--- src/rtl/lvl_pkg.sv ---
package lvl_pkg;
  typedef struct packed {
    logic clrAcc;
    logic accEn;
    logic capture;
  } lvl_strobe_t;
endpackage

--- src/rtl/lvl_dpath.sv ---
module lvl_dpath
  import lvl_pkg::*;
#(
  parameter int DATA_W = 14,
  parameter int ACC_W  = 32
) (
  input  logic                     clk,
  input  logic                     rstN,
  input  logic signed [DATA_W-1:0] sampleIn,
  input  logic        [DATA_W-1:0] threshold,
  input  logic                     magMode,
  input  lvl_strobe_t              strobes,
  output logic        [ACC_W-1:0]  accVal,
  output logic        [ACC_W-1:0]  holdVal
);
  logic [DATA_W-1:0] mag;
  logic              hit;
  logic [ACC_W-1:0]  contrib;
  logic [ACC_W-1:0]  sum;

  always_comb begin
    mag = sampleIn[DATA_W-1] ? DATA_W'(-sampleIn) : DATA_W'(sampleIn);
    hit = (mag >= threshold);
    if (!hit)         contrib = '0;
    else if (magMode) contrib = ACC_W'(mag);
    else              contrib = ACC_W'(1);
    sum = accVal + contrib;
  end

  always_ff @(posedge clk) begin
    if (!rstN) begin
      accVal  <= '0;
      holdVal <= '0;
    end else if (strobes.clrAcc) begin
      accVal <= '0;
    end else if (strobes.capture) begin
      holdVal <= sum;
      accVal  <= '0;
    end else if (strobes.accEn) begin
      accVal <= sum;
    end
  end
endmodule

--- src/rtl/lvl_ctrl.sv ---
module lvl_ctrl
  import lvl_pkg::*;
#(
  parameter int CNT_W      = 18,
  parameter int FORCE_BITS = 2
) (
  input  logic             clk,
  input  logic             rstN,
  input  logic             sampleValid,
  input  logic [CNT_W-1:0] periodPreload,
  input  logic             forceLsbOnes,
  input  logic             contMode,
  input  logic             startPulse,
  input  logic             resultRead,
  output lvl_strobe_t      strobes,
  output logic             active,
  output logic             resultReady
);
  localparam logic [CNT_W-1:0] FORCE_MASK = CNT_W'((1 << FORCE_BITS) - 1);

  logic [CNT_W-1:0] count;
  logic [CNT_W-1:0] periodEff;
  logic             lastSample;

  always_comb begin
    periodEff  = forceLsbOnes ? (periodPreload | FORCE_MASK) : periodPreload;
    lastSample = (count == '0);
    strobes    = '0;
    if (startPulse) begin
      strobes.clrAcc = 1'b1;
    end else if (active && sampleValid) begin
      strobes.accEn   = 1'b1;
      strobes.capture = lastSample;
    end
  end

  always_ff @(posedge clk) begin
    if (!rstN) begin
      active      <= 1'b0;
      count       <= '0;
      resultReady <= 1'b0;
    end else begin
      if (startPulse) begin
        active <= 1'b1;
        count  <= periodEff;
      end else if (active && sampleValid) begin
        if (lastSample) begin
          active <= contMode;
          count  <= periodEff;
        end else begin
          count <= count - 1'b1;
        end
      end
      if (strobes.capture)  resultReady <= 1'b1;
      else if (resultRead)  resultReady <= 1'b0;
    end
  end
endmodule

--- src/rtl/if_level_meter.sv ---
module if_level_meter
  import lvl_pkg::*;
#(
  parameter int DATA_W = 14,
  parameter int CNT_W  = 18,
  parameter int ACC_W  = 32
) (
  input  logic                     clk,
  input  logic                     rstN,
  input  logic signed [DATA_W-1:0] sampleIn,
  input  logic                     sampleValid,
  input  logic        [DATA_W-1:0] threshold,
  input  logic        [CNT_W-1:0]  periodPreload,
  input  logic                     forceLsbOnes,
  input  logic                     contMode,
  input  logic                     magMode,
  input  logic                     startPulse,
  input  logic                     resultRead,
  output logic        [ACC_W-1:0]  levelResult,
  output logic                     resultReady
);
  lvl_strobe_t      strobes;
  logic             active;
  logic [ACC_W-1:0] accVal;

  lvl_ctrl #(.CNT_W(CNT_W), .FORCE_BITS(2)) ctrl (
    .clk(clk), .rstN(rstN), .sampleValid(sampleValid),
    .periodPreload(periodPreload), .forceLsbOnes(forceLsbOnes),
    .contMode(contMode), .startPulse(startPulse), .resultRead(resultRead),
    .strobes(strobes), .active(active), .resultReady(resultReady)
  );

  lvl_dpath #(.DATA_W(DATA_W), .ACC_W(ACC_W)) dpath (
    .clk(clk), .rstN(rstN), .sampleIn(sampleIn), .threshold(threshold),
    .magMode(magMode), .strobes(strobes), .accVal(accVal),
    .holdVal(levelResult)
  );
endmodule

--- config.mk ---
export PLATFORM = sky130hd
export DESIGN_NAME = if_level_meter
export DESIGN_NICKNAME = d
export VERILOG_FILES = /design/src/rtl/lvl_pkg.sv /design/src/rtl/lvl_dpath.sv /design/src/rtl/lvl_ctrl.sv /design/src/rtl/if_level_meter.sv
export SDC_FILE = /design/constraint.sdc
export NUM_CORES = 1
export LEC_CHECK = 0
export ABC_AREA = 1
export ABC_CLOCK_PERIOD_IN_PS = 3700
export BUFFER_PORTS_ARGS = -buffer_cell sky130_fd_sc_hd__buf_2
export CAP_MARGIN = 20
export CORE_UTILIZATION = 40
export CTS_CLUSTER_DIAMETER = 60
export DETAILED_ROUTE_END_ITERATION = 16
export PLACE_DENSITY = 0.73
export SYNTH_ARGS = -nofsm -noshare
export SYNTH_HDL_FRONTEND = slang
export SYNTH_SLANG_ARGS = --single-unit
--- constraint.sdc ---
create_clock -name clk -period 3.7 [get_ports clk]
set_clock_uncertainty 0.1 [all_clocks]
set_input_delay 0.185 -clock clk [delete_from_list [all_inputs] [get_ports clk]]
set_output_delay 0.185 -clock clk [all_outputs]
set_load 0.03 [all_outputs]
==> Implementation_results.wiki, run 1 <==
{| class="wikitable"
! Metric !! Value
|-
| Termination of the worst setup path || dpath.holdVal[22]
|-
| Most used cells in the layout excluding fill and tap cells || 308 x sky130_fd_sc_hd__nand2_1, 148 x sky130_fd_sc_hd__inv_1, 107 x sky130_fd_sc_hd__nor2_1, 84 x sky130_fd_sc_hd__dfxtp_1, 83 x sky130_fd_sc_hd__buf_2
|-
| Ant diodes || 0
|-
| Later-pin clock latency in the skew report || 0.36 ns
|-
| Launch point of the worst reg-to-reg path || ctrl.count[0]
|-
| Most used DFF post-synth || sky130_fd_sc_hd__dfxtp_1
|-
| DIE WIDTH || 125 um
|-
| Initial core utilization || 0.414
|-
| Depth of the worst register-to-register path || 12
|-
| Period utilization || 0.967
|-
| VDD IR max || 305 uV
|-
| Via density per instance || 4.86
|-
| Most common cell type on the critical path || sky130_fd_sc_hd__nand2_1
|-
| Layout-stage area growth over the synthesis result || 34.0%
|-
| Clock sinks || 84
|-
| Flops & latches, synth || 84
|-
| Post-DP Area || 7140 um2
|-
| Final hold violation count || 0
|-
| Kind of capture point of the worst setup path || register
|-
| Post-detailed-routing wire length || 17,100 um
|-
| Clock root buffer || sky130_fd_sc_hd__clkbuf_16
|-
| Total DRC errors in the routed layout || 0
|-
| Routed wire per std cell || 12.6 um
|-
| Classification of the worst-slack hold path || in -> reg
|-
| Final count of negative-setup-slack endpoints || 0
|-
| GRT Util Overall || 0.214
|-
| Y dimension of the die || 125 um
|-
| Worst Setup Start Kind || input port
|-
| Max transition margin || 0.459
|-
| Register area share after synthesis || 0.277
|-
| TritonCTS clock tree || built
|-
| Final standard cell area without fillers || 8120 um2
|-
| Total power || 0.00248 W
|-
| Cell area after synthesis || 6060 um2
|-
| Number of design-rule violations left by the first detailed-router iteration || 358
|-
| Number of global-route vias before repair || 6,074
|-
| Syn avg cell area || 5.98 um2
|-
| TritonCTS buffer count || 9
|-
| Start-to-end type of the worst setup path || in -> reg
|-
| Placeable Area || 14,600 um2
|-
| Leakage dissipation || 4.27 nW
|-
| Proportion of synthesized area in mux cells || 0
|-
| Routability congestion estimate from global placement || 0.980
|-
| Unrepaired setup endpoints after global routing || true
|-
| Number of vias after detailed routing || 6,623
|-
| Worst R2R End || dpath.accVal[18]
|-
| Result of the run || finished, final reports clean
|-
| H-tree level count || 3
|-
| Power density over the cells || 305 nW/um2
|-
| First-pass iteration count of the detailed router || 7
|-
| Slew Limit Fails || 0
|-
| Layout cells sized above 1 || 0.262
|-
| Net Count, Synth || 1,099
|-
| Max FO, Critical Path || 4
|-
| Slew at the pin with the worst max-slew slack || 0.810 ns
|-
| Total number of yosys warnings || 0
|-
| Ports placed on the boundary || 87
|-
| CP Data Arrival Time || 3.73 ns
|-
| Max Clk Rate || 279 MHz
|-
| Wire length of the first global-routing pass || 27,300 um
|-
| Maximum buffer depth of the clock tree || 2
|-
| Fin crit period || 3.58 ns
|-
| Count of flip-flops with a built-in enable after synthesis || 0
|-
| Start point of the worst hold path || periodPreload[16]
|-
| CP peak stage delay || 0.41 ns
|-
| Compound-gate portion of the synthesized area || 0.0795
|-
| Most frequent standard cell in the layout excluding fill and tap cells || sky130_fd_sc_hd__nand2_1
|-
| Number of standard-cell rows in the floorplan || 44
|-
| Pin count of the biggest net entering global routing || 33
|-
| Initial antenna violation count || 0
|-
| Simple logic cell fraction of the synthesized area || 0.407
|-
| Number of different library cells in the post-synthesis netlist || 38
|-
| Number of cells in the finished layout apart from fillers || 1,363
|-
| Synthesized-area fraction occupied by xor and xnor cells || 0.0477
|-
| Dominant combinational cell family by area after synthesis || simple AND/OR/NAND/NOR gates
|-
| Area share of fa/ha/maj cells after synthesis || 0.0652
|-
| Required time of the worst setup path || 3.85 ns
|-
| Number of nets in the final layout || 1,259
|-
| Die area || 15,700 um2
|-
| Max-cap violation count || 0
|-
| Post-synthesis instance total || 1,014
|-
| Final antenna-violating net count || 0
|-
| Worst setup slack for register-to-register paths || 1.27 ns
|-
| Port Buffer Count || 86
|-
| Total global routing overflow || 0
|-
| Async set-reset flop share out of synthesis || 0
|-
| Placed wire-length estimate || 12,400 um
|-
| Start point of the critical path || sampleIn[1]
|-
| Placed insts || 1,332
|-
| Register clock-pin slew on the reported worst setup and hold paths || 0.07 ns
|-
| Crit-path slowest cell || sky130_fd_sc_hd__fa_2
|}
-- through the flow --
stage               utilization  hold slack (ns)  TNS [ns]  setup slack, ns
finish                    0.555           0.0133         0            0.121
global route              0.555           0.0410     -3.46           -0.134
CTS                       0.518          0.00489         0          0.00516
detailed placement        0.487            0.301    -15.55           -0.371
global placement          0.487            0.293    -12.60           -0.312
floorplan                     -            0.187         0           0.0216
-- cell usage after synthesis, drive strengths merged (3+ instances only) --
master | number | area share
clkbuf | 10 | 0.0062
or2 | 3 | 0.0031
inv | 162 | 0.10
nor3 | 13 | 0.012
nand4 | 12 | 0.012
a31oi | 5 | 0.0052
ha | 30 | 0.062
xor2 | 24 | 0.035
a21oi | 39 | 0.032
nand2 | 349 | 0.22
o21ai | 45 | 0.037
nand3 | 75 | 0.066
xnor2 | 9 | 0.013
and2 | 3 | 0.0031
nand3b | 4 | 0.0050
buf | 14 | 0.016
nor2 | 125 | 0.083
dfxtp | 84 | 0.28
-- flip-flops by register name, indices dropped and copies added (netlist names) --
register and flops:
dpath.accVal 32, ctrl.active 1, ctrl.resultReady 1, ctrl.count 18
dpath.holdVal 32
-- power by group --
| group | internal, W | switching [W] |
|---|---|---|
| clock network | 0.000663 | 0.000408 |
| registers | 0.000929 | 0.0000269 |
| logic | 0.000194 | 0.000258 |
-- cell families after synthesis --
family,after synthesis
AND/OR/NAND/NOR,586
buffers and inverters,187
AO/OA/AOI/OAI,93
flip-flops,84
XOR/XNOR,33
adder cells (fa/ha/maj),31
-- layout make-up --
type	instances	area (um2)
Tap cell	184	230
Clock buffer	9	225
Timing Repair Buffer	173	1140
Multi-Input combinational cell	743	4100
Clock inverter	7	123
Inverter	163	621
Sequential cell	84	1680
Fill cell	1401	6520
-- worst min path at each step --
stage	slack (ns)	cells past startpoint	to
floorplan	0.19	1	ctrl.resultReady
global placement	0.29	2	ctrl.resultReady
detailed placement	0.30	2	ctrl.resultReady
CTS	0.005	3	ctrl.count[16]
global route	0.04	3	ctrl.count[16]
finish	0.01	3	ctrl.count[16]
-- critical path: cells and delay by family --
kind                     cells  cell delay, ns
XOR/XNOR                     1            0.19
buffers and inverters        5            0.31
adder cells (fa/ha/maj)      4            1.06
AND/OR/NAND/NOR             21            1.95
-- what timing repair did --
| action | CTS | global route |
|---|---|---|
| hold endpoints to repair | 9 | 0 |
| gates resized for setup | 1 | 128 |
| setup endpoints to repair | 1 | 58 |
| buffers inserted | 0 | 6 |
| hold buffers | 9 | 0 |
| pin swaps | 0 | 45 |
-- metal layers --
layer | vias to the layer above | wire length, um | GRT usage
met5 | - | 0 | 0
met4 | 0 | 342 | 0.0516
met3 | 32 | 993 | 0.0501
met2 | 187 | 8210 | 0.370
met1 | 2950 | 7590 | 0.268
li1 | 3454 | - | -
Power figures use the tool's default switching activity.
==> run 2: changes to the inputs <==
--- a/config.mk
+++ b/config.mk
@@ -9,10 +9,12 @@
 export ABC_CLOCK_PERIOD_IN_PS = 3700
 export BUFFER_PORTS_ARGS = -buffer_cell sky130_fd_sc_hd__buf_2
 export CAP_MARGIN = 20
-export CORE_UTILIZATION = 40
+export CELL_PAD_IN_SITES_DETAIL_PLACEMENT = 1
+export CELL_PAD_IN_SITES_GLOBAL_PLACEMENT = 2
+export CORE_UTILIZATION = 27
 export CTS_CLUSTER_DIAMETER = 60
 export DETAILED_ROUTE_END_ITERATION = 16
-export PLACE_DENSITY = 0.73
+export PLACE_DENSITY = 0.88
 export SYNTH_ARGS = -nofsm -noshare
 export SYNTH_HDL_FRONTEND = slang
 export SYNTH_SLANG_ARGS = --single-unit
==> run 2 against run 1 <==
Non-clock buffer count is 5 higher. Largest cell class unchanged. Wire length is 24% higher. Maximum frequency is 3.3% lower. First-iteration DRC count is 44% lower.
==> Implementation_results.wiki, run 2 (synthesis results as in run 1) <==
{| class="wikitable"
! Metric !! Value
|-
| Number of nets in the final layout || 1,264 (+0.40%)
|-
| TritonCTS clock tree || built
|-
| Register clock-pin slew on the reported worst setup and hold paths || 0.08 ns (about the same)
|-
| Depth of the worst register-to-register path || 12 (unchanged)
|-
| First-pass iteration count of the detailed router || 4 (-3)
|-
| Final Core Density || 0.387 (-0.167)
|-
| Max-cap violation count || 0 (unchanged)
|-
| Worst setup slack for register-to-register paths || 1.03 ns (-0.24 ns)
|-
| Most frequent standard cell in the layout excluding fill and tap cells || sky130_fd_sc_hd__nand2_1
|-
| Max transition margin || 0.410 (-0.0493)
|-
| CP top delay family || simple AND/OR/NAND/NOR gates
|-
| Placeable Area || 21,900 um2 (+49%)
|-
| Post-Route M1 WL || 9690 um (+28%)
|-
| Max Clk Rate || 270 MHz (-3.3%)
|-
| Worst Hold Path Cells || 3 (unchanged)
|-
| Routed wire per std cell || 14.5 um (+16%)
|-
| Top layer reached by signal wires || met4
|-
| Pin count of the biggest net entering global routing || 33 (unchanged)
|-
| Final antenna-violating net count || 0 (unchanged)
|-
| Final standard cell area without fillers || 8470 um2 (+4.4%)
|-
| Required time of the worst setup path || 3.86 ns (about the same)
|-
| Classification of the worst-slack hold path || in -> reg
|-
| Y dimension of the die || 152 um (+21%)
|-
| CP Data Arrival Time || 3.86 ns (+0.13 ns)
|-
| TritonCTS buffer count || 9 (unchanged)
|-
| Ports placed on the boundary || 87 (unchanged)
|-
| Power density over the cells || 289 nW/um2 (-5.4%)
|-
| Later-pin clock latency in the skew report || 0.36 ns (about the same)
|-
| Die area || 23,100 um2 (+47%)
|-
| Wire length of the first global-routing pass || 33,200 um (+21%)
|-
| Post-DP Area || 7300 um2 (+2.3%)
|-
| Leakage dissipation || 4.28 nW (+0.37%)
|-
| Count of buffering cells on the critical path with inverters included || 8 (+3)
|-
| Layout-stage area growth over the synthesis result || 39.8%
|-
| Slew Limit Fails || 0 (unchanged)
|-
| End point of the worst hold path || ctrl.count[3]
|-
| Via density per instance || 4.64 (-4.5%)
|-
| Initial core utilization || 0.277 (-0.137)
|-
| Initial antenna violation count || 0 (unchanged)
|-
| Number of standard-cell rows in the floorplan || 54 (+23%)
|-
| Ant diodes || 0 (unchanged)
|-
| Number of vias after detailed routing || 6,793 (+2.6%)
|-
| Most common cell type on the critical path || sky130_fd_sc_hd__nand2_2
|-
| VDD IR max || 207 uV (-32%)
|-
| Period utilization || 1.00 (+0.0326)
|-
| CP peak stage delay || 0.30 ns (-0.11 ns)
|-
| GRT Util Overall || 0.175 (-0.0386)
|-
| DIE WIDTH || 152 um (+21%)
|-
| Placed wire-length estimate || 15,600 um (+26%)
|-
| Routability congestion estimate from global placement || 0.862 (-12%)
|-
| Worst R2R End || dpath.accVal[16]
|-
| Fill cell count || 2,885 (+110%)
|-
| Most used cells in the layout excluding fill and tap cells || 289 x sky130_fd_sc_hd__nand2_1, 144 x sky130_fd_sc_hd__inv_1, 103 x sky130_fd_sc_hd__nor2_1, 84 x sky130_fd_sc_hd__dfxtp_1, 84 x sky130_fd_sc_hd__buf_2
|-
| Final hold violation count || 0 (unchanged)
|-
| Metal2 WL || 10,600 um (+29%)
|-
| Port Buffer Count || 86 (unchanged)
|-
| Layout cells sized above 1 || 0.300 (+0.0377)
|-
| Post-detailed-routing wire length || 21,300 um (+24%)
|-
| Total DRC errors in the routed layout || 0 (unchanged)
|-
| Clock sinks || 84 (unchanged)
|-
| Result of the run || finished, final reports clean
|-
| Maximum buffer depth of the clock tree || 2 (unchanged)
|-
| Routed length on met3 || 640 um (-36%)
|-
| Unrepaired setup endpoints after global routing || true
|-
| Worst Setup Start Kind || input port
|-
| H-tree level count || 3 (unchanged)
|-
| Number of design-rule violations left by the first detailed-router iteration || 200 (-44%)
|-
| Crit-path slowest cell || sky130_fd_sc_hd__ha_1
|-
| Max FO, Critical Path || 6 (+2)
|-
| Total global routing overflow || 0 (unchanged)
|-
| Largest registers || dpath.accVal x32, dpath.holdVal x32, ctrl.count x18
|-
| Clock root buffer || sky130_fd_sc_hd__clkbuf_16
|-
| Fin crit period || 3.70 ns (+0.121 ns)
|-
| Start-to-end type of the worst setup path || in -> reg
|-
| Start point of the worst hold path || periodPreload[3]
|-
| Number of global-route vias before repair || 6,859 (+13%)
|-
| Launch point of the worst reg-to-reg path || ctrl.count[0]
|-
| Final count of negative-setup-slack endpoints || 0 (unchanged)
|-
| Slew at the pin with the worst max-slew slack || 0.884 ns (+0.0738 ns)
|-
| Total power || 0.00245 W (-1.3%)
|-
| Kind of capture point of the worst setup path || register
|}
==> run 2: cell type report <==
type                       instances  area, um2  area share
timing repair buffer             178       1160       0.137
clock buffer                      10        239      0.0282
multi-input combinational        743       4350       0.514
clock inverter                     6       70.1     0.00827
sequential                        84       1680       0.198
inverter                         163        618      0.0729
tap                              280        350      0.0413
==> run 2: worst max path at each step <==
stage | startpoint | end | cells after the start
final | sampleIn[1] | dpath.accVal[27] | 32
after detailed placement | sampleIn[3] | dpath.holdVal[10] | 23
after floorplan | sampleIn[0] | dpath.accVal[14] | 27
after global placement | sampleIn[4] | dpath.holdVal[10] | 23
after CTS | sampleIn[0] | dpath.holdVal[10] | 26
after global routing | sampleIn[3] | dpath.accVal[16] | 30
==> run 2: worst register-to-register path, delay by kind of cell, from the launching register on <==
kind / cells / cell delay (ns)
fa+ha+maj: 1 / 0.23
simple gates: 6 / 1.12
buf+inv: 5 / 0.77
flops: 1 / 0.36
==> run 2: what timing repair did <==
action / CTS / global route
hold endpoints to repair: 7 / 0
resized for setup: 12 / 169
setup buffers: 1 / 6
pin swaps: 2 / 58
hold buffers: 7 / 0
endpoints found under the setup margin: 50 / 58
==> run 2: stage by stage <==
stage	TNS, ns	worst slack, ns	hold WS [ns]	instances
floorplan	0	0.0216	0.187	1014
global placement	-19.33	-0.441	0.313	1434
detailed placement	-25.50	-0.577	0.312	1434
CTS	-0.0205	-0.0205	0.000764	1458
global route	-7.61	-0.225	0.0258	1464
finish	0	0.000118	0.000621	1464
==> run 2: layer usage <==
layer,vias up,global-route usage
li1,3461,-
met1,3217,0.221
met2,89,0.309
met3,26,0.0262
met4,0,0.0471
met5,-,0
==> run 2: where the power goes <==
| group | leakage, nW | total, W | switching [W] | internal (W) |
|---|---|---|---|---|
| Sequential | 0.682 | 0.000956 | 0.0000282 | 0.000928 |
| Clock | 0.142 | 0.000987 | 0.000439 | 0.000548 |
| Combinational | 3.46 | 0.000503 | 0.000293 | 0.000210 |
| Total | 4.28 | 0.00245 | 0.000761 | 0.00169 |
